`src/rtl/sirq_upstream_sel.sv`:
```
module sirq_upstream_sel #(
  parameter int SLOTS      = 16,
  parameter bit LEVEL_ONLY = 1'b0,
  parameter bit LEGACY     = 1'b0,
  parameter int LEG_A      = 1,
  parameter int LEG_B      = 12
) (
  input  logic                        clk,
  input  logic                        rst_n,
  input  logic                        cfg_wr,
  input  logic [$clog2(SLOTS):0]      cfg_num,
  input  logic [1:0]                  cfg_type,
  input  logic                        ac_wr,
  input  logic                        ac_val,
  input  logic                        leg_en_a,
  input  logic                        leg_en_b,
  input  logic                        trig,
  input  logic                        sw_set,
  input  logic                        sw_clr,
  input  logic                        obf,
  output logic [SLOTS-1:0]            irq_line,
  output logic                        assert_q,
  output logic                        autoclr,
  output logic                        cfg_err
);
  localparam int IDW = $clog2(SLOTS);
  localparam logic [1:0] T_LOW  = 2'b00;
  localparam logic [1:0] T_RSVD = 2'b10;
  localparam logic [1:0] T_RISE = 2'b11;
  localparam logic [IDW:0] NUM_MAX = (IDW+1)'(SLOTS-1);

  logic [IDW-1:0] id_q;
  logic [1:0]     ty_q;
  logic           ok_q;
  logic           obf_q;

  wire bad       = (cfg_num > NUM_MAX) || (cfg_type == T_RSVD) ||
                   (LEVEL_ONLY && cfg_type == T_RISE);
  wire set_req   = trig | sw_set;
  wire obf_fall  = obf_q & ~obf;
  wire edge_mode = !LEGACY && (ty_q == T_RISE);
  wire clr_req   = sw_clr | (obf_fall & (LEVEL_ONLY | autoclr));

  always_ff @(posedge clk or negedge rst_n) begin
    if (!rst_n) begin
      id_q     <= '0;
      ty_q     <= T_LOW;
      ok_q     <= 1'b0;
      obf_q    <= 1'b0;
      assert_q <= 1'b0;
      autoclr  <= 1'b0;
      cfg_err  <= 1'b0;
    end else begin
      obf_q <= obf;
      if (cfg_wr) begin
        ok_q     <= ~bad;
        assert_q <= 1'b0;
        autoclr  <= 1'b0;
        cfg_err  <= cfg_err | bad;
        if (!bad) begin
          id_q <= cfg_num[IDW-1:0];
          ty_q <= cfg_type;
        end
      end else begin
        if (ac_wr && !LEVEL_ONLY) autoclr <= ac_val;
        if (edge_mode)    assert_q <= set_req;
        else if (set_req) assert_q <= 1'b1;
        else if (clr_req) assert_q <= 1'b0;
      end
    end
  end

  always_comb begin
    irq_line = '0;
    if (LEGACY) begin
      irq_line[LEG_A] = assert_q & leg_en_a;
      irq_line[LEG_B] = assert_q & leg_en_b;
    end else if (ok_q) begin
      irq_line[id_q] = (ty_q == T_LOW) ? ~assert_q : assert_q;
    end
  end

  AST_ERR_STICKY: assert property (@(posedge clk) disable iff (!rst_n)
    cfg_err |=> cfg_err);
  AST_CFG_DISARMS: assert property (@(posedge clk) disable iff (!rst_n)
    cfg_wr |=> !assert_q);
  AST_AC_CLEARED: assert property (@(posedge clk) disable iff (!rst_n)
    cfg_wr |=> !autoclr);
  AST_ONE_SLOT: assert property (@(posedge clk) disable iff (!rst_n)
    !LEGACY |-> $countones(irq_line) <= 1);
  AST_BAD_QUIET: assert property (@(posedge clk) disable iff (!rst_n)
    (cfg_wr && bad && !LEGACY) |=> irq_line == '0);
  AST_SET_WINS: assert property (@(posedge clk) disable iff (!rst_n)
    (!cfg_wr && set_req && !edge_mode) |=> assert_q);
endmodule

```
`config.mk`:
```
export PLATFORM = sky130hd
export DESIGN_NAME = sirq_upstream_sel
export DESIGN_NICKNAME = d
export VERILOG_FILES = /design/src/rtl/sirq_upstream_sel.sv
export SDC_FILE = /design/constraint.sdc
export NUM_CORES = 1
export LEC_CHECK = 0
export ABC_AREA = 0
export CAP_MARGIN = 20
export CORE_UTILIZATION = 32
export CTS_CLUSTER_DIAMETER = 80
export DETAILED_ROUTE_END_ITERATION = 7
export PLACE_DENSITY = 0.74
export RECOVER_POWER = 100
export SYNTH_ARGS = -nofsm -noshare
export SYNTH_HDL_FRONTEND = slang
export SYNTH_SLANG_ARGS = --single-unit
```
`constraint.sdc`:
```
create_clock -name clk -period 1.2 [get_ports clk]
set_input_delay 0.24 -clock clk [delete_from_list [all_inputs] [get_ports clk]]
set_output_delay 0.24 -clock clk [all_outputs]
set_load 0.05 [all_outputs]
```
==> impl_metrics.tcl <==
set metrics [dict create \
    p_per_area_nw_per_um2 962 \
    rsz0062_at_grt "true" \
    fin_nets 142 \
    violations "negative setup slack" \
    relSlewSlack 0.582 \
    clock_sinks 11 \
    synth_area_um2 594 \
    routed-via-count 773 \
    crit_path_max_incr_delay_ns 0.41 \
    row_count 15 \
    chipHeight_um 45.1 \
    pin_count 37 \
    port_buffers 34 \
    hold_path.class "primary input to flop" \
    antenna_left 0 \
    start_kind "flop" \
    fin_ws_ns -0.764 \
    crit_chain "buf_6, nor3_4, nor2_4, buf_6, nor4_4, buf_12" \
    drc_errors 0 \
    layout_common_cells "buf_4 (16), buf_12 (14), buf_6 (11)" \
    synthCells 61 \
    antenna_found_initial 0 \
    firstDrtPassIters 4 \
    synth_cell_types 20 \
    wl_per_cell_um 19.7 \
    r2r_slack_ns -0.02 \
    worst_setup_path_end_kind "primary output" \
    fin_worst_skew_ns 0.000573 \
    drtIter0Drc 21 \
    status "finished, violations left" \
    cts_tree "yes" \
    synth_fp_nets 79 \
    max_freq_ghz 0.509 \
    p_leak_nw 0.613 \
    start_util 0.344 \
    die_w_um 45.1 \
    cp_max_fo 5 \
    finalSetupViolations 24 \
    crit_type "flop to primary output" \
    final_util 0.881 \
    place.gp.congestion 0.734 \
    drv_slew 0 \
    globalRoute.totalOverflow 0 \
    grt_pass1_wl_mm 3.53 \
    areaGrowthSynthToFinish_pct 156 \
    pre_cts_ws_ns -0.474 \
    ys_ff_latch 11 \
    multiInputGateArea_um2 495 \
    htreeDepth 1 \
    clkSlewWorstSetupHoldPaths_ns 0.07 \
    regArea_um2 279 \
    slowest_stage "dfrtp_1" \
    tightest_slew_ns 0.626 \
    period_needed_ns 1.96 \
    ctsRootBufferMaster "clkbuf_4" \
    arrival_ns 1.72 \
    finalHoldViolations 0 \
    num-fill-cells 76 \
    place_hpwl_mm 1.63 \
    antenna_cells 0 \
    grt_pass1_vias 729 \
    worstPathRequired_ns 0.96 \
    cts_buffers 3 \
    total_power_mw 1.46 \
    ys_seq_area_frac 0.463 \
    syn_area_per_cell_um2 9.74 \
    grt_max_degree 12 \
    whs_ns 0.364 \
    ys_warn_count 0 \
    die_area_um2 2030 \
    core-area_um2 1730 \
    vias_per_cell 5.22 \
    cts_max_path_buffers 2 \
    layout_commonest_cell "buf_4" \
    track_usage 0.252 \
    maxCapViolations 0 \
    final_layout_size_suffix_gt1_frac 0.634 \
    wl_mm 2.92 \
    insertion_delay_ns 0.28 \
    timing.final.crit_share 1.64 \
    vdd_drop_max_mv 1.22 \
    holdBufCountCts 0 \
    cp_common_cell "buf_6" \
]
## kinds of logic (layout without fill, tap and decap cells)
group | count (synthesis) | after routing | share of synthesized area
flops | 11 | 11 | 0.463
simple gates | 32 | 32 | 0.299
mux | 7 | 7 | 0.131
buf+inv | 3 | 65 | 0.0189
compound gates | 8 | 8 | 0.0884
## power breakdown
group | total [mW] | internal [mW] | switching, mW
Clock | 0.257 | 0.129 | 0.128
Sequential | 0.486 | 0.419 | 0.0673
Combinational | 0.721 | 0.350 | 0.371
## Yosys cell counts
cell / number / area share
dfrtp_1: 11 / 0.46
nor2_1: 10 / 0.063
mux2_2: 6 / 0.11
nor2b_1: 5 / 0.053
nor4_1: 4 / 0.042
inv_1: 3 / 0.019
nand2_1: 3 / 0.019
nor3_1: 3 / 0.025
o21ai_0: 3 / 0.025
nand3_1: 2 / 0.017
nand3b_1: 2 / 0.025
a21o_2: 1 / 0.015
a21oi_1: 1 / 0.0084
mux2i_1: 1 / 0.017
nand2b_1: 1 / 0.011
nor3_2: 1 / 0.017
nor3_4: 1 / 0.027
o2111ai_1: 1 / 0.015
o21a_1: 1 / 0.013
o21bai_1: 1 / 0.013
## what timing repair did
item / 4_1_cts / 5_1_grt
setup endpoints to repair: 23 / 17
pin swaps: 2 / 4
resized for setup: 9 / 17
setup buffers: 1 / 7
## critical path, delay by kind of cell, from the launching register on
family	cells	cell delay, ns
AND/OR/NAND/NOR	3	0.57
flip-flops	1	0.41
buffers and inverters	3	0.46
## final timing paths
check,to,start,depth (start not counted)
worst min-delay path,ty_q[1],cfg_type[1],2
min in group asynchronous,ty_q[1],rst_n,2
worst min register to register,cfg_err,cfg_err,1
max in group asynchronous,id_q[0],rst_n,2
worst max-delay path,irq_line[4],ty_q[0],6
worst max register to register,assert_q,ty_q[0],5
## final cells by class
class | count | share of cell area
Tap cell | 25 | 0.0206
Sequential cell | 11 | 0.183
Clock buffer | 4 | 0.0173
Timing Repair Buffer | 58 | 0.446
Inverter | 3 | 0.00740
Multi-Input combinational cell | 47 | 0.326
## metal layers
layer,vias up,track usage,routed length [um]
met2,35,0.455,1650
li1,340,-,-
met1,386,0.290,1020
met3,12,0.0880,145
met5,-,0,0
met4,0,0.0364,109
## flip-flops by register name, indices dropped and copies added (netlist names)
register,cells
assert_q,1
autoclr,1
cfg_err,1
id_q,4
obf_q,1
ok_q,1
ty_q,2
## metrics by stage
stage | std cells | area (um2) | TNS [ns]
floorplan | 61 | 763 | -6.82
global route | 148 | 1520 | -13.69
finish | 148 | 1520 | -12.85
CTS | 141 | 1440 | -11.33
global placement | 136 | 1380 | -8.28
detailed placement | 136 | 1380 | -9.47
(Power assumes the default switching activity.)
